[src/rtl/rcw_pkg.sv]
package rcw_pkg;

    localparam int DATA_W     = 32;
    localparam int ADDR_W     = 32;
    localparam int LEN_W      = 16;
    localparam int META_W     = 8;
    localparam int FLAG_W     = 16;
    localparam int BEAT_BYTES = DATA_W / 8;
    localparam int DESC_SHIFT = 3;            // 8 bytes per descriptor
    localparam int CMPL_OFS   = 4;            // completion word offset
    localparam int RSVD_W     = FLAG_W - 2 - META_W;

    typedef enum logic [2:0] {
        ST_IDLE,
        ST_FETCH,
        ST_FETCH_WAIT,
        ST_STREAM,
        ST_DRAIN,
        ST_WB,
        ST_WB_WAIT
    } rcw_state_e;

    typedef struct packed {
        logic              ovf;
        logic              swapped;
        logic [RSVD_W-1:0] rsvd;
        logic [META_W-1:0] meta;
    } rcw_flags_t;

    typedef struct packed {
        rcw_flags_t       flags;
        logic [LEN_W-1:0] len;
    } rcw_cmpl_t;

    function automatic logic [DATA_W-1:0] byte_rev(input logic [DATA_W-1:0] w);
        logic [DATA_W-1:0] r;
        for (int i = 0; i < BEAT_BYTES; i++) begin
            r[8*i +: 8] = w[DATA_W-8-8*i +: 8];
        end
        return r;
    endfunction

endpackage

[src/rtl/rcw_ring_index.sv]
module rcw_ring_index #(
    parameter int IDX_W = 4
) (
    input  logic             clk,
    input  logic             rst,
    input  logic [IDX_W:0]   cfg_size,
    input  logic [IDX_W-1:0] wr_idx,
    input  logic             advance,
    output logic [IDX_W-1:0] rd_idx,
    output logic             empty
);
    localparam int SIZE_W = IDX_W + 1;

    logic [IDX_W-1:0] mask;
    logic             enabled;
    logic [IDX_W-1:0] rd_q;

    assign mask    = IDX_W'(cfg_size - SIZE_W'(1));
    assign enabled = (cfg_size != '0);
    assign empty   = !enabled || (rd_q == (wr_idx & mask));
    assign rd_idx  = rd_q;

    always_ff @(posedge clk) begin
        if (rst) begin
            rd_q <= '0;
        end else if (advance) begin
            rd_q <= (rd_q + IDX_W'(1)) & mask;
        end
    end
endmodule

[src/rtl/rcw_len_sat.sv]
module rcw_len_sat #(
    parameter int LEN_W = 16,
    parameter int STEP  = 4
) (
    input  logic             clk,
    input  logic             rst,
    input  logic             clear,
    input  logic             add,
    output logic [LEN_W-1:0] len,
    output logic             ovf
);
    logic [LEN_W:0] sum;

    assign sum = {1'b0, len} + (LEN_W+1)'(STEP);

    always_ff @(posedge clk) begin
        if (rst || clear) begin
            len <= '0;
            ovf <= 1'b0;
        end else if (add) begin
            if (sum[LEN_W]) begin
                len <= '1;
                ovf <= 1'b1;
            end else begin
                len <= sum[LEN_W-1:0];
            end
        end
    end
endmodule

[src/rtl/rcw_wr_tracker.sv]
module rcw_wr_tracker #(
    parameter int MAX_OUTST = 4
) (
    input  logic clk,
    input  logic rst,
    input  logic issue,
    input  logic ack,
    output logic full,
    output logic idle
);
    localparam int CNT_W = $clog2(MAX_OUTST + 1);

    logic [CNT_W-1:0] cnt_q;

    assign full = (cnt_q == CNT_W'(MAX_OUTST));
    assign idle = (cnt_q == '0);

    always_ff @(posedge clk) begin
        if (rst) begin
            cnt_q <= '0;
        end else begin
            case ({issue, ack})
                2'b10:   cnt_q <= cnt_q + CNT_W'(1);
                2'b01:   cnt_q <= cnt_q - CNT_W'(1);
                default: cnt_q <= cnt_q;
            endcase
        end
    end
endmodule

[src/rtl/rcw_rx_completer.sv]
module rcw_rx_completer
    import rcw_pkg::*;
#(
    parameter int IDX_W     = 4,
    parameter int MAX_OUTST = 4
) (
    input  logic                clk,
    input  logic                rst,
    input  logic [ADDR_W-1:0]   cfg_ring_base,
    input  logic [IDX_W:0]      cfg_ring_size,
    input  logic                cfg_swap_en,
    input  logic [IDX_W-1:0]    sw_wr_idx,
    output logic [IDX_W-1:0]    rd_idx,
    input  logic                in_valid,
    output logic                in_ready,
    input  logic [DATA_W-1:0]   in_data,
    input  logic                in_last,
    input  logic [META_W-1:0]   in_meta,
    input  logic                in_swap,
    output logic                mem_req_valid,
    input  logic                mem_req_ready,
    output logic                mem_req_write,
    output logic [ADDR_W-1:0]   mem_req_addr,
    output logic [DATA_W-1:0]   mem_req_wdata,
    input  logic                mem_rsp_valid,
    input  logic [DATA_W-1:0]   mem_rsp_rdata
);
    localparam logic [ADDR_W-1:0] CMPL_OFS_A = ADDR_W'(CMPL_OFS);
    localparam logic [ADDR_W-1:0] BEAT_A     = ADDR_W'(BEAT_BYTES);

    rcw_state_e        st_q, st_d;
    logic [ADDR_W-1:0] buf_ptr_q;
    logic [META_W-1:0] meta_q;
    logic              swap_q;

    logic              ring_empty;
    logic              advance;
    logic              beat_fire;
    logic              swap_now;
    logic              trk_full, trk_idle, trk_ack;
    logic [LEN_W-1:0]  len_cnt;
    logic              len_ovf;
    logic [ADDR_W-1:0] desc_base;
    rcw_cmpl_t         cmpl;
    logic              at_idle;

    // index and occupancy
    rcw_ring_index #(.IDX_W(IDX_W)) ring_i (
        .clk      (clk),
        .rst      (rst),
        .cfg_size (cfg_ring_size),
        .wr_idx   (sw_wr_idx),
        .advance  (advance),
        .rd_idx   (rd_idx),
        .empty    (ring_empty)
    );

    // payload writes in flight
    rcw_wr_tracker #(.MAX_OUTST(MAX_OUTST)) trk_i (
        .clk   (clk),
        .rst   (rst),
        .issue (beat_fire),
        .ack   (trk_ack),
        .full  (trk_full),
        .idle  (trk_idle)
    );

    // byte count with saturation
    rcw_len_sat #(.LEN_W(LEN_W), .STEP(BEAT_BYTES)) len_i (
        .clk   (clk),
        .rst   (rst),
        .clear (at_idle),
        .add   (beat_fire),
        .len   (len_cnt),
        .ovf   (len_ovf)
    );

    assign at_idle   = (st_q == ST_IDLE);
    assign swap_now  = cfg_swap_en | in_swap;
    assign beat_fire = (st_q == ST_STREAM) && in_valid && in_ready;
    assign trk_ack   = mem_rsp_valid && ((st_q == ST_STREAM) || (st_q == ST_DRAIN));
    assign advance   = (st_q == ST_WB_WAIT) && mem_rsp_valid;
    assign desc_base = cfg_ring_base + (ADDR_W'(rd_idx) << DESC_SHIFT);

    always_comb begin
        cmpl               = '0;
        cmpl.len           = len_cnt;
        cmpl.flags.meta    = meta_q;
        cmpl.flags.swapped = swap_q;
        cmpl.flags.ovf     = len_ovf;
    end

    // memory request and inbound ready
    always_comb begin
        mem_req_valid = 1'b0;
        mem_req_write = 1'b0;
        mem_req_addr  = desc_base;
        mem_req_wdata = '0;
        in_ready      = 1'b0;
        case (st_q)
            ST_FETCH: begin
                mem_req_valid = 1'b1;
            end
            ST_STREAM: begin
                mem_req_valid = in_valid && !trk_full;
                mem_req_write = 1'b1;
                mem_req_addr  = buf_ptr_q;
                mem_req_wdata = swap_now ? byte_rev(in_data) : in_data;
                in_ready      = mem_req_ready && !trk_full;
            end
            ST_WB: begin
                mem_req_valid = 1'b1;
                mem_req_write = 1'b1;
                mem_req_addr  = desc_base + CMPL_OFS_A;
                mem_req_wdata = DATA_W'(cmpl);
            end
            default: ;
        endcase
    end

    // sequencing
    always_comb begin
        st_d = st_q;
        case (st_q)
            ST_IDLE:       if (in_valid && !ring_empty) st_d = ST_FETCH;
            ST_FETCH:      if (mem_req_ready) st_d = ST_FETCH_WAIT;
            ST_FETCH_WAIT: if (mem_rsp_valid) st_d = ST_STREAM;
            ST_STREAM:     if (beat_fire && in_last) st_d = ST_DRAIN;
            ST_DRAIN:      if (trk_idle) st_d = ST_WB;
            ST_WB:         if (mem_req_ready) st_d = ST_WB_WAIT;
            ST_WB_WAIT:    if (mem_rsp_valid) st_d = ST_IDLE;
            default:       st_d = ST_IDLE;
        endcase
    end

    always_ff @(posedge clk) begin
        if (rst) begin
            st_q      <= ST_IDLE;
            buf_ptr_q <= '0;
            meta_q    <= '0;
            swap_q    <= 1'b0;
        end else begin
            st_q <= st_d;
            if (st_q == ST_FETCH_WAIT && mem_rsp_valid) begin
                buf_ptr_q <= mem_rsp_rdata;
            end else if (beat_fire) begin
                buf_ptr_q <= buf_ptr_q + BEAT_A;
            end
            if (beat_fire && in_last) begin
                meta_q <= in_meta;
                swap_q <= swap_now;
            end
        end
    end
endmodule

[config.mk]
export PLATFORM = sky130hd
export DESIGN_NAME = rcw_rx_completer
export DESIGN_NICKNAME = d
export VERILOG_FILES = /design/src/rtl/rcw_pkg.sv /design/src/rtl/rcw_ring_index.sv /design/src/rtl/rcw_len_sat.sv /design/src/rtl/rcw_wr_tracker.sv /design/src/rtl/rcw_rx_completer.sv
export SDC_FILE = /design/constraint.sdc
export NUM_CORES = 1
export LEC_CHECK = 0
export ABC_AREA = 1
export BUFFER_PORTS_ARGS = -buffer_cell sky130_fd_sc_hd__buf_2
export CORE_MARGIN = 2
export CORE_UTILIZATION = 30
export DETAILED_ROUTE_END_ITERATION = 10
export PLACE_DENSITY = 0.55
export REMOVE_ABC_BUFFERS = 1
export SETUP_SLACK_MARGIN = 0.4
export SYNTH_ARGS = -nofsm -noshare
export SYNTH_HDL_FRONTEND = slang
export SYNTH_SLANG_ARGS = --single-unit
export TNS_END_PERCENT = 1
[constraint.sdc]
create_clock -name clk -period 3.68 [get_ports clk]
set_clock_uncertainty 0.05 [all_clocks]
set_input_delay 0.368 -clock clk [delete_from_list [all_inputs] [get_ports clk]]
set_output_delay 0.368 -clock clk [all_outputs]
set_load 0.03 [all_outputs]
# --- After elaboration in Yosys (flattened, before gate mapping) ---
# Index checks and enable logic that the tools add are counted.
word_totals:
  reg_bits: 68
  out_inout_bits: 71
classes:
  bitwise_logic: 3
  eq_ne: 17
  n_mux: 18
  n_addsub: 8
  n_reduce_logical: 24
op_table:
  columns: ["operator", "count"]
  rows:
  - ["$pmux 32 s2", 2]
  - ["$mux 32", 3]
  - ["$add 32x3->32 const B", 2]
  - ["$add 32x7->32", 1]
  - ["$mux 3", 7]
  - ["$pmux 3 s7", 1]
  - ["$add 16x3->17 const B", 1]
  - ["$mux 16", 1]
  - ["$eq 3x3->1 const B", 4]
  - ["$ne 2x2->1 const B", 5]
  - ["$logic_and 1x1->1", 9]
  - ["$and 4x4->4", 2]
  - ["$reduce_and 7->1", 1]
  - ["$eq 3x2->1 const B", 2]
  - ["$logic_not 3->1", 2]
  - ["$pmux 3 s2", 1]
  - ["$reduce_bool 5->1", 1]
  - ["$add 4x1->4 const B", 1]
  - ["$eq 4x4->1", 1]
  - ["$ne 2x1->1 const B", 2]
  - ["$reduce_bool 2->1", 2]
  - ["$reduce_or 2->1", 2]
  - ["$sub 4x1->4 const B", 1]
  - ["$add 3x1->3 const B", 1]
  - ["10 further kinds", 15]

# --- Depth between registers and ports, before layout ---
# Gate-level depths: netlist of the first run.
logic_depth:
  depth_word: 8
  mapped_depth: 18

# --- By module ---
# From an unflattened synthesis of the first run, not the netlist that was laid out.
hier_totals:
  hier_cells: 1325
  hier_area_um2: 7372.1
by_module_without_submodules:
  columns: ["module", "instances", "cells_each", "seq_area_each_um2", "area_per_inst_um2"]
  rows:
  - ["rcw_rx_completer", 1, 1110, 880.8, 5911.9]
  - ["rcw_len_sat", 1, 128, 320.3, 920.9]
  - ["rcw_ring_index", 1, 60, 80.1, 350.3]
  - ["rcw_wr_tracker", 1, 27, 60.1, 188.9]

# --- Worst setup path before layout of the first run ---
# No wires, ideal clock.
synth_path:
  path_kind: "reg2out"
  start: "register ring_i.rd_q[0], in the netlist ring_i.rd_idx[0]"
  end: "output mem_req_addr[13]"
  path_buffers: 0
  arrival_time_ns: 2.806
  required_ns: 3.262
  path_slack_ns: 0.456
  path_stages_with_launch: 13
  cell_sequence: "dfxtp_1 ha_1 inv_1 fa_1 inv_1 nand3_1 nor2_1 nand3_1 nor2_1 nand3_1 nor2_1 a31oi_1 o22ai_1"
synth_via:
  elab_chain_cells: 3
synth_rtl:
  columns: ["element", "line", "rtl"]
  rows:
  - ["from (decl)", "rcw_ring_index.sv:16", "logic [IDX_W-1:0] rd_q;"]
  - ["from (signal assigned)", "rcw_ring_index.sv:27", "rd_q <= (rd_q + IDX_W'(1)) & mask;"]
  - ["$add 32x7->32 *", "rcw_rx_completer.sv:83", "assign desc_base = cfg_ring_base + (ADDR_W'(rd_idx) << DESC_SHIFT);"]
  - ["$add 32x3->32", "rcw_rx_completer.sv:114", "mem_req_addr = desc_base + CMPL_OFS_A;"]
  - ["$pmux 32 s2 *", "rcw_rx_completer.sv:100", "case (st_q)"]
  - ["to (decl)", "rcw_rx_completer.sv:23", "output logic [ADDR_W-1:0] mem_req_addr,"]
# Mark *: on every way between the ends. The rest lies on a longest branch, timed or not.

# --- Worst setup path in the final report of the first run ---
layout_path:
  start: "register ring_i.rd_q[0], in the netlist ring_i.rd_idx[0]"
  end: "output mem_req_addr[16]"
# Same word-level chain as after synthesis.

==> results of run 1 <==
==> how the worst max path moves through the flow <==
stage	from	end	slack [ps]	cells past startpoint
after floorplan	st_q[0]$_SDFFE_PP0P_	mem_req_addr[10]	-20	7
after global placement	cfg_ring_base[3]	mem_req_addr[29]	200	17
after detailed placement	cfg_ring_base[3]	mem_req_addr[21]	200	16
after CTS	ring_i.rd_idx[0]$_SDFFE_PP0P_	mem_req_addr[18]	370	18
after global routing	ring_i.rd_idx[0]$_SDFFE_PP0P_	mem_req_addr[16]	220	18
final	ring_i.rd_idx[0]$_SDFFE_PP0P_	mem_req_addr[16]	370	16
==> metrics by stage <==
| stage | hold WS, ps | power [mW] | util [%] |
|---|---|---|---|
| after floorplan | 375 | 1.51 | - |
| after global placement | 388 | 1.92 | 36.1 |
| after detailed placement | 400 | 1.92 | 36.1 |
| after CTS | 173 | 2.83 | 38.7 |
| after global routing | 189 | 3.01 | 39.8 |
| final | 188 | 2.83 | 39.8 |
==> what timing repair did <==
| item | 4_1_cts | 5_1_grt |
|---|---|---|
| endpoints found under the setup margin | 24 | 23 |
| resized for setup | 69 | 63 |
| buffers inserted | 11 | 7 |
| pin swaps | 23 | 23 |
| hold buffers | 0 | 0 |
==> cells by family (layout without fill, tap and decap cells) <==
logic type                 count (synthesis)  in the layout
DFF                                       67             67
and+or+nand+nor                          742            742
xor gates and xnor gates                  26             26
adders and majority gates                 12             12
other                                      0              3
buffers and inverters                    207            406
AOI/OAI and AO/OA                        235            235
==> critical path, stage by stage, from the launching register on <==
cell     delay (ps)
dfxtp_4         350
ha_4            160
inv_2            50
fa_2            450
inv_2           110
nand2_2          80
nor2_4          120
nand3_4          90
nor2_4          110
nand3_2         100
nor2_4          160
nand2_1          80
nand2_1          90
o21ai_1         100
o21ai_1         200
nand3_2         130
buf_6           160
==> cells in the mapped netlist (3+ instances only) <==
master / n / area, µm²
nand3_2: 6 / 60.1
o221ai_1: 10 / 87.6
a211oi_1: 8 / 60.1
nor3_1: 18 / 90.1
clkbuf_1: 31 / 116
nor4_1: 5 / 31.3
xnor2_1: 6 / 52.6
nand2_1: 319 / 1200
inv_2: 9 / 33.8
dfxtp_1: 67 / 1340
xor2_1: 19 / 166
nor2_4: 7 / 78.8
a31oi_1: 8 / 50.1
nor2_1: 207 / 777
nand3_1: 114 / 571
buf_4: 3 / 22.5
nand4_1: 25 / 156
nand2_2: 15 / 93.8
o211ai_1: 14 / 105
nor2_2: 13 / 81.3
inv_1: 152 / 571
ha_1: 10 / 125
buf_2: 10 / 50.1
a21oi_1: 55 / 275
o21ai_1: 5 / 25.0
o21ai_0: 103 / 515
or2_2: 3 / 18.8
o22ai_1: 23 / 144
==> registers in the layout, indices dropped and copies added, names as in the netlist <==
register,flops
meta_q,8
ring_i.rd_idx,4
len_i.ovf,1
swap_q,1
len_i.len,15
buf_ptr_q,32
trk_i.cnt_q,3
st_q,3
==> cell usage in the layout, fill, tap and decap left out, types with 9 or more instances in the layout <==
cell and instances:
dfxtp_1 65, o22ai_1 22, inv_1 148, nor2_2 32
nor2_4 20, o211ai_1 14, xor2_1 19, nand4_1 25
nor3_1 18, nand2_2 38, inv_2 13, nor2_1 175
o21ai_1 9, nand2_1 293, clkbuf_16 9, buf_4 45
buf_2 174, o221ai_1 9, a21oi_1 55, o21ai_0 99
nand3_1 107
==> final cells by class <==
type | count | area [µm²]
Fill cell | 2643 | 14100
Sequential cell | 67 | 1350
Timing Repair Buffer | 228 | 1290
Clock inverter | 7 | 61.3
Tap cell | 319 | 399
Multi-Input combinational cell | 1015 | 5400
Antenna cell | 3 | 7.51
Inverter | 162 | 611
Clock buffer | 9 | 225
==> power groups by stage <==
stage / Sequential (mW) / Clock, mW / Combinational [mW]
global placement: 0.856 / 0 / 1.06
CTS: 0.839 / 0.892 / 1.10
global route: 0.847 / 0.926 / 1.23
finish: 0.839 / 0.862 / 1.13
floorplan: 0.838 / 0 / 0.673
detailed placement: 0.856 / 0 / 1.07
==> per-layer routing <==
metal / part of all wire, % / vias up / global-route usage (%) / wire [µm]
met5: 0 / - / 0 / 0
met4: 2.1 / 0 / 6.22 / 600
met3: 7.7 / 42 / 5.55 / 2190
met2: 47 / 318 / 37.7 / 13200
met1: 43 / 4193 / 28.8 / 12300
li1: - / 4625 / - / -
==> results.md, run 1 <==
* Worst Path Arrival at 2890 ps
* Die area at 25,100 µm²
* 1st-iter DRT viols at 499
* Maximum vdd ir drop at 0.159 mV
* Final Instance Area at 9350 µm²
* Largest net degree at the start of global routing at 47
* Clock transition at path regs at 70 ps
* Switching power at 1.24 mW
* Routed WL per cell at 15.7 µm
* EDFF count, synth at 0
* Initial antenna violation count at 3
* Net Sw Frac at 43.8%
* Synth Area in XOR/XNOR at 3.28%
* DRC Markers at 0
* Status: completed
* Worst Hold Path Cells at 3
* Total congestion overflow at 0
* Initial core utilization at 30.5%
* Final Hold Vio Count at 0
* Max-Cap Viols at 0
* Power share of the clock group at 30.5%
* Worst skew pair latency at 350 ps
* PortBufs at 191
* Ys async rst share at 0%
* Reg2Reg Launch Point: trk_i.cnt_q[0]$_SDFFE_PP0P_
* Total CTS buffers at 9
* Final setup fails at 0
* Internal reg-to-reg setup slack at 1280 ps
* Sequential fraction of the synthesis area at 18.7%
* Worst EP required at 3260 ps
* FMAX at 0.302 GHz
* Count of different cell masters after synthesis at 47
* Reg2Reg Depth at 11
* DP HPWL at 22.2 mm
* Pre-antenna DRT Iters at 5
* CP Max Fanout at 4
* Synthesis-stage register bit count at 67
* Reg-to-reg endpoint: buf_ptr_q[12]$_SDFFE_PP0N_
* Simple-Gate Fraction of Synth Area at 45.8%
* PD cells at 302 nW/µm²
* Hold Crit Class: primary input to flip-flop
* Final Max Tran Viols at 0
* Largest family of logic cells by synthesized area: simple AND/OR/NAND/NOR gates
* Area Overhead vs Synth at 30.4%
* First-pass GRT wire length at 44.3 mm
* Sequential share of power at 29.7%
* Startpoint types: flip-flop
* DIE HEIGHT at 159 µm
* Post-DP Area at 8480 µm²
* Worst setup margin at 367 ps
* CORE AREA at 23,500 µm²
* Worst-Margin Slew at 935 ps
* RSZ-0062 raised after global routing: yes
* Final Net Count at 1,616
* Vias per inst at 5.07
* Critical Path Sink Type: output port
* Hold Crit Endpoint: meta_q[0]$_SDFFE_PP0P_
* Clk buf depth at 2
* Compound-Gate Fraction of Synth Area at 18.7%
* Placer congestion estimate at 0.963
* Fin crit period at 3310 ps
* Adder-Cell Fraction of Synth Area at 2.30%
* Syn avg cell area at 5.56 µm²
* Synth Instances at 1,289
* Via count at 9,178
* Root cell of the clock tree: clkbuf_16
* Crit path kind: flip-flop to output port
* Period utilization at 90.0%
* Final wirelength at 28.3 mm
* Mux cell area share after synthesis at 0%
* Worst Hold Launch: in_meta[0]
* Setup TNS at 0 ps
* Vias in the first global route at 8,608
* Global Route Usage Sum at 22.5%
* Most used DFF post-synth: dfxtp_1
* Layout cell share with drive strength beyond 1 at 26.0%
* H-Tree Level Count at 3
* DP Cell Count at 1,773
* Proportion of power drawn by combinational gates at 39.8%
* DRT antenna net count at 0
* Setup WS pre-CTS at 204 ps
* CTS tree: done
* Total internal power at 1.59 mW
* Syn Std Cell Area at 7170 µm²
* Total number of yosys warnings at 0
* Layout Cells excl Fill at 1,810
* Top Ports at 192
* Row Count at 56
* Die Width at 159 µm
* Sink Count at 67
* Leakage Power at 4.11 nW
* Slew margin rel. at 37.6%
Note: power is estimated with default switching activity, not from simulation.
==> run 2: changes to the inputs <==
--- a/config.mk
+++ b/config.mk
@@ -10,10 +10,10 @@
 export CORE_MARGIN = 2
 export CORE_UTILIZATION = 30
 export DETAILED_ROUTE_END_ITERATION = 10
+export GPL_TIMING_DRIVEN = 0
 export PLACE_DENSITY = 0.55
 export REMOVE_ABC_BUFFERS = 1
 export SETUP_SLACK_MARGIN = 0.4
 export SYNTH_ARGS = -nofsm -noshare
 export SYNTH_HDL_FRONTEND = slang
 export SYNTH_SLANG_ARGS = --single-unit
-export TNS_END_PERCENT = 1
==> run 2 against run 1 <==
  * Clock-buffer cell count rose by 2
  * Critical path depth grew 2
  * Critical endpoint is now mem_req_addr[18]
  * Highest routed layer unchanged
  * Largest cell class unchanged
  * Global-route usage is 0.74 points lower
==> results.md, run 2 (synthesis results as in run 1) <==
* DP Cell Count at 1,757 (-0.90%)
* Final Net Count at 1,620 (+0.25%)
* DP HPWL at 21.2 mm (-4.5%)
* Initial antenna violation count at 3 (unchanged)
* Initial core utilization at 30.5% (unchanged)
* FF+latch area at 1350 µm² (+0.37%)
* RSZ-0062 raised after global routing: yes
* Clock transition at path regs at 60 ps (about the same)
* Pwr Total at 2.98 mW (+5.4%)
* FMAX at 0.304 GHz (+0.64%)
* Routed WL per cell at 15.4 µm (-1.7%)
* Top Ports at 192 (unchanged)
* Worst-Margin Slew at 1190 ps (+257 ps)
* Final Hold Vio Count at 0 (unchanged)
* Fin crit period at 3290 ps (-21.0 ps)
* PD cells at 306 nW/µm² (+1.2%)
* Worst EP required at 3260 ps (about the same)
* PortBufs at 191 (unchanged)
* Worst Hold Path Cells at 3 (unchanged)
* Pre-antenna DRT Iters at 4 (-1)
* Final wirelength at 27.9 mm (-1.5%)
* Reg with most FFs: buf_ptr_q
* DRC Markers at 0 (unchanged)
* Final setup fails at 0 (unchanged)
* Die area at 25,100 µm² (unchanged)
* Row Count at 56 (unchanged)
* Total CTS buffers at 9 (unchanged)
* Startpoint types: flip-flop
* Hold Crit Class: primary input to flip-flop
* Footprint of the multi-input gates at 5600 µm² (+3.7%)
* Hold Slack at 194 ps (+6.54 ps)
* First-pass GRT wire length at 42.9 mm (-3.2%)
* Largest register FFs at 32 (unchanged)
* Total congestion overflow at 0 (unchanged)
* Period utilization at 89.5% (-0.57 points)
* CTS tree: done
* Max-Cap Viols at 0 (unchanged)
* Maximum vdd ir drop at 0.206 mV (+30%)
* Critical Path Sink Type: output port
* Worst skew pair latency at 350 ps (about the same)
* Layout cell share with drive strength beyond 1 at 28.5% (+2.5 points)
* Largest net degree at the start of global routing at 51 (+8.5%)
* H-Tree Level Count at 3 (unchanged)
* Area Overhead vs Synth at 35.9%
* Placer congestion estimate at 0.903 (-6.2%)
* Regs by FF count: buf_ptr_q x32, len_i.len x15, meta_q x8
* Root cell of the clock tree: clkbuf_16
* Sink Count at 67 (unchanged)
* Worst Path Arrival at 2870 ps (-20 ps)
* Commonest non-fill, non-tap cell in the layout: nand2_1
* Crit path kind: flip-flop to output port
* Leakage Power at 4.25 nW (+3.2%)
* DIE HEIGHT at 159 µm (unchanged)
* 1st-iter DRT viols at 519 (+4.0%)
* CORE AREA at 23,500 µm² (unchanged)
* Fill cells at 2,550 (-3.5%)
* Vias in the first global route at 8,383 (-2.6%)
* Die Width at 159 µm (unchanged)
* Layout Cells excl Fill at 1,814 (+0.22%)
* CP Max Fanout at 3 (-1)
* Via count at 9,107 (-0.77%)
* Final Max Tran Viols at 0 (unchanged)
* Reg2Reg Depth at 11 (unchanged)
* Vias per inst at 5.02 (-0.99%)
* Status: completed
* DRT antenna net count at 0 (unchanged)
* Global Route Usage Sum at 21.8% (-0.74 points)
* Slew margin rel. at 20.0% (-18 points)
* Clk buf depth at 2 (unchanged)
* Post-CTS Hold Fix Bufs at 0 (unchanged)
* Commonest non-fill, non-tap cells in the layout: 282 x nand2_1, 170 x nor2_1, 168 x buf_2
run 2: cell count changes in the layout (fill, tap and decap cells not counted), moves of 8 or more:
cell / change
nand3_2: +8
nor2_4: +9
nand2_4: +8
nand2_1: -11
buf_6: +8
nand3_1: -8
run 2: path summary, 6_finish.rpt:
kind / startpoint / to / slack (ps)
worst min register to register: trk_i.cnt_q[0]$_SDFFE_PP0P_ / trk_i.cnt_q[0]$_SDFFE_PP0P_ / 400
worst max register to register: st_q[1]$_SDFFE_PP0P_ / buf_ptr_q[12]$_SDFFE_PP0N_ / 690
worst min-delay path: in_meta[1] / meta_q[1]$_SDFFE_PP0P_ / 190
worst max-delay path: ring_i.rd_idx[0]$_SDFFE_PP0P_ / mem_req_addr[18] / 390
run 2: cell type report:
type,instances,share of cell area [%]
Sequential cell,67,13.9
Antenna cell,3,0.0771
Multi-Input combinational cell,1015,57.5
Clock buffer,11,2.49
Clock inverter,5,0.873
Tap cell,319,4.10
Timing Repair Buffer,230,14.3
Inverter,162,6.59
Timing Repair inverter,2,0.128
run 2: report_power, final:
group | leakage [nW] | internal, mW | switching (mW) | total [mW]
Combinational | 3.55 | 0.370 | 0.795 | 1.17
Clock | 0.156 | 0.616 | 0.357 | 0.973
Sequential | 0.544 | 0.772 | 0.0685 | 0.841
Total | 4.25 | 1.76 | 1.22 | 2.98
run 2: per-layer routing:
| layer | routed length (µm) | track usage (%) | vias to the layer above |
|---|---|---|---|
| met5 | 0 | 0 | - |
| met4 | 552 | 6.13 | 0 |
| met3 | 1940 | 5.39 | 40 |
| met2 | 13000 | 36.7 | 279 |
| met1 | 12500 | 27.6 | 4142 |
| li1 | - | - | 4646 |
run 2: worst max-delay path, cell delays in order (launching register included):
cell     delay (ps)
dfxtp_4         350
ha_4            130
inv_2            30
fa_2            360
inv_4            90
nand2_4          60
nand2_4          70
nand2_4          60
nor2_4          140
buf_12          130
xor2_4          160
nand2_1         100
nor2_2          140
nand3_4         120
nor2_4          130
nor2_1           40
o21ai_1         110
nand3_2         130
buf_6           160
run 2: stage by stage:
step | setup slack, ps | setup TNS [ps] | util (%) | instance area, µm²
2_1_floorplan | -18.7 | -93.5 | - | 6980
3_3_place_gp | -2120 | -97270 | 35.5 | 8330
3_5_place_dp | -363 | -3040 | 35.8 | 8390
4_1_cts | 346 | 0 | 39.6 | 9300
5_1_grt | 238 | 0 | 41.5 | 9740
6_report | 388 | 0 | 41.5 | 9740
run 2: timing repair:
item	4_1_cts	5_1_grt
buffers inserted	24	12
resized for setup	118	97
endpoints found under the setup margin	65	27
pin swaps	32	31
gates cloned	2	0
hold endpoints to repair	0	0
==> run 3: changes to the inputs <==
--- a/config.mk
+++ b/config.mk
@@ -5,13 +5,13 @@
 export SDC_FILE = /design/constraint.sdc
 export NUM_CORES = 1
 export LEC_CHECK = 0
-export ABC_AREA = 1
+export ABC_AREA = 0
 export BUFFER_PORTS_ARGS = -buffer_cell sky130_fd_sc_hd__buf_2
 export CORE_MARGIN = 2
 export CORE_UTILIZATION = 30
 export DETAILED_ROUTE_END_ITERATION = 10
 export GPL_TIMING_DRIVEN = 0
-export PLACE_DENSITY = 0.55
+export PLACE_DENSITY = 0.57
 export REMOVE_ABC_BUFFERS = 1
 export SETUP_SLACK_MARGIN = 0.4
 export SYNTH_ARGS = -nofsm -noshare
==> run 3 against run 2 <==
  * The flow now finishes with violations (negative setup slack)
  * Die area shrank 13%
  * Synthesized cell count fell by 34%
  * Critical endpoint is now mem_req_addr[29]
  * Cell area is 12% lower
  * Area after synthesis down 13%
  * Cell count shrank 27%
  * Maximum frequency down 17%
  * Critical path depth fell by 4
  * First-iteration DRC count down 36%
==> results.md, run 3 <==
* Status: finished, violations left
* Failing checks: negative setup slack
* Global Route Usage Sum at 18.8% (-3.0 points)
* Commonest non-fill, non-tap cells in the layout: 168 x buf_2, 127 x nand2_1, 69 x nor2_1
* Switching power at 0.645 mW (-47%)
* Routed WL per cell at 16.6 µm (+7.7%)
* Die Width at 148 µm (-6.7%)
* Clk buf depth at 2 (unchanged)
* DRC Markers at 0 (unchanged)
* Reg-to-reg endpoint: trk_i.cnt_q[2]$_SDFFE_PP0P_
* Fin crit period at 3950 ps (+658 ps)
* Top-count cell post-synth: nand2_1
* PortBufs at 191 (unchanged)
* Worst Setup EP: mem_req_addr[29]
* Worst Path Arrival at 3530 ps (+660 ps)
* Synthesis-stage register bit count at 67 (unchanged)
* Synth top area share at 21.6% (+2.9 points)
* Final Hold Vio Count at 0 (unchanged)
* Setup crit start: ring_i.rd_idx[0]$_SDFFE_PP0P_
* Worst EP required at 3260 ps (about the same)
* Pre-antenna DRT Iters at 5 (+1)
* Regs by FF count: buf_ptr_q x32, len_i.len x15, meta_q x8
* Initial core utilization at 30.6% (+0.064 points)
* Reg2Reg Launch Point: st_q[1]$_SDFFE_PP0P_
* Vias in the first global route at 6,512 (-22%)
* Max-Cap Viols at 0 (unchanged)
* Biggest area consumer among synthesized cells: dfxtp_1
* CP Max Fanout at 4 (+1)
* Initial antenna violation count at 1 (-2)
* Commonest non-fill, non-tap cell in the layout: buf_2
* Worst-Margin Slew at 1050 ps (-143 ps)
* Vias per inst at 5.30 (+5.5%)
* Final wirelength at 22.0 mm (-21%)
* Largest register FFs at 32 (unchanged)
* Root cell of the clock tree: clkbuf_16
* Final Net Count at 1,186 (-27%)
* H-Tree Level Count at 3 (unchanged)
* Top Ports at 192 (unchanged)
* Total number of yosys warnings at 0 (unchanged)
* DP HPWL at 16.1 mm (-24%)
* Sink Count at 67 (unchanged)
* Final setup fails at 16 (+16)
* First-pass GRT wire length at 33.6 mm (-22%)
* Largest net degree at the start of global routing at 53 (+3.9%)
* Critical Path Sink Type: output port
* Internal reg-to-reg setup slack at 620 ps (-70 ps)
* PD cells at 250 nW/µm² (-18%)
* EDFF count, synth at 0 (unchanged)
* Syn Std Cell Area at 6210 µm² (-13%)
* 1st-iter DRT viols at 330 (-36%)
* Period utilization at 107% (+18 points)
* Worst setup margin at -270 ps (-658 ps)
* Setup WS pre-CTS at -1010 ps (-645 ps)
* Power share of the clock group at 40.1% (+7.4 points)
* Leakage Power at 3.36 nW (-21%)
* CTS tree: done
* Top cells by count, synth: 128 x nand2_1, 75 x nor2_1, 67 x dfxtp_1
* Clock transition at path regs at 60 ps (about the same)
* Reg with most FFs: buf_ptr_q
* Net Sw Frac at 30.1% (-11 points)
* Most used DFF post-synth: dfxtp_1
* Count of different cell masters after synthesis at 80 (+70%)
* Setup TNS at -1980 ps (-1980 ps)
* Synth top area cells: dfxtp_1 22%, nand2_1 7.7%, xor2_1 5.9%
* Syn avg cell area at 7.30 µm² (+31%)
* Startpoint types: flip-flop
* Total internal power at 1.50 mW (-15%)
* Total CTS buffers at 9 (unchanged)
* Via count at 7,039 (-23%)
* Worst skew pair latency at 330 ps (-20 ps)
* Row Count at 52 (-7.1%)
* Final Max Tran Viols at 0 (unchanged)
* Layout cell share with drive strength beyond 1 at 32.4% (+3.9 points)
* Sequential fraction of the synthesis area at 21.6% (+2.9 points)
* DIE HEIGHT at 148 µm (-6.7%)
* Proportion of power drawn by combinational gates at 23.6% (-16 points)
* CORE AREA at 20,300 µm² (-14%)
* FMAX at 0.253 GHz (-17%)
* Crit path kind: flip-flop to output port
* Area Overhead vs Synth at 37.8%
* Slew margin rel. at 30.1% (+10 points)
* RSZ-0062 raised after global routing: yes
* Hold Crit Class: primary input to flip-flop
* Reg2Reg Depth at 10 (-1)
* Ys async rst share at 0% (unchanged)
* DRT antenna net count at 0 (unchanged)
* Synth Instances at 851 (-34%)
* Die area at 21,900 µm² (-13%)
* Total congestion overflow at 0 (unchanged)
* Sequential share of power at 36.3% (+8.1 points)
* Placer congestion estimate at 0.913 (+1.1%)
* Maximum vdd ir drop at 0.180 mV (-12%)
-- run 3: changes by cell type in the layout (fill, tap and decap cells not counted), moves of 23 or more --
cell / change
xnor2_1: +26
mux2i_1: +30
nor2_1: -101
nor2_4: -27
inv_1: -127
nand3_1: -77
nor2_2: -23
xor2_1: +23
o21ai_0: -53
nand2_1: -155
nand2_2: -38
-- run 3: metal layers --
metal  track usage, %  routed length (µm)  vias up
met5                0                   0        -
met4             5.29                 308        0
met3             3.15                1250       21
met2             32.7               10700      216
met1             24.1                9730     3293
li1                 -                   -     3509
-- run 3: cell families (layout without fill, tap and decap cells) --
group	count (synthesis)	count (layout)	share of synthesized area [%]
AND/OR/NAND/NOR	369	370	30.0
multiplexers	30	30	4.83
flip-flops	67	67	21.6
other	0	1	0
XOR/XNOR	78	78	11.0
AO/OA/AOI/OAI	225	225	24.9
buffers and inverters	70	276	5.01
adder cells (fa/ha/maj)	12	12	2.66
-- run 3: worst min path at each step --
stage | depth (start not counted) | startpoint | end | slack [ps]
final | 3 | mem_rsp_rdata[0] | buf_ptr_q[0]$_SDFFE_PP0P_ | 220
after global routing | 3 | in_meta[3] | meta_q[3]$_SDFFE_PP0P_ | 230
after CTS | 3 | in_meta[0] | meta_q[0]$_SDFFE_PP0P_ | 220
after detailed placement | 2 | len_i.len[0]$_SDFFE_PP0P_ | len_i.len[0]$_SDFFE_PP0P_ | 390
after global placement | 2 | len_i.len[0]$_SDFFE_PP0P_ | len_i.len[0]$_SDFFE_PP0P_ | 380
after floorplan | 2 | len_i.len[0]$_SDFFE_PP0P_ | len_i.len[0]$_SDFFE_PP0P_ | 380
-- run 3: power groups by stage --
stage	registers, mW	logic, mW	clock network (mW)
2_1_floorplan	0.781	0.259	0
3_3_place_gp	0.790	0.436	0
3_5_place_dp	0.790	0.445	0
4_1_cts	0.773	0.489	0.882
5_1_grt	0.780	0.545	0.921
6_report	0.777	0.507	0.859
-- run 3: final cells by class --
class                      instances  area, µm²
sequential                        67       1350
inverter                          20       75.1
timing repair buffer             240       1550
multi-input combinational        715       4950
antenna                            1       2.50
clock inverter                     4       50.0
fill                            2102      11700
tap                              270        338
clock buffer                      12        246
-- run 3: through the flow --
step	std cells	hold WS, ps	instance area [µm²]	power, mW	utilization (%)
floorplan	801	376	5980	1.04	-
global placement	1262	383	7270	1.23	35.8
detailed placement	1267	390	7390	1.23	36.4
CTS	1315	217	8320	2.14	41.0
global route	1328	232	8560	2.25	42.2
finish	1329	222	8560	2.14	42.2
-- run 3: repair_timing --
action                     4_1_cts  5_1_grt
pin swaps                       43       23
gates cloned                     0        1
setup buffers                   32       12
resized for setup              101       36
hold buffers                     0        0
setup endpoints to repair       89       28
-- run 3: critical path: stages, from the launching register on --
cell,delay (ps)
dfxtp_4,370
ha_4,130
inv_2,40
fa_2,430
nand2b_4,200
a211oi_4,240
xnor2_2,120
nor4_2,360
o211ai_1,140
buf_4,180
nor4_4,370
buf_4,180
a21oi_2,50
o31ai_2,190
buf_4,200
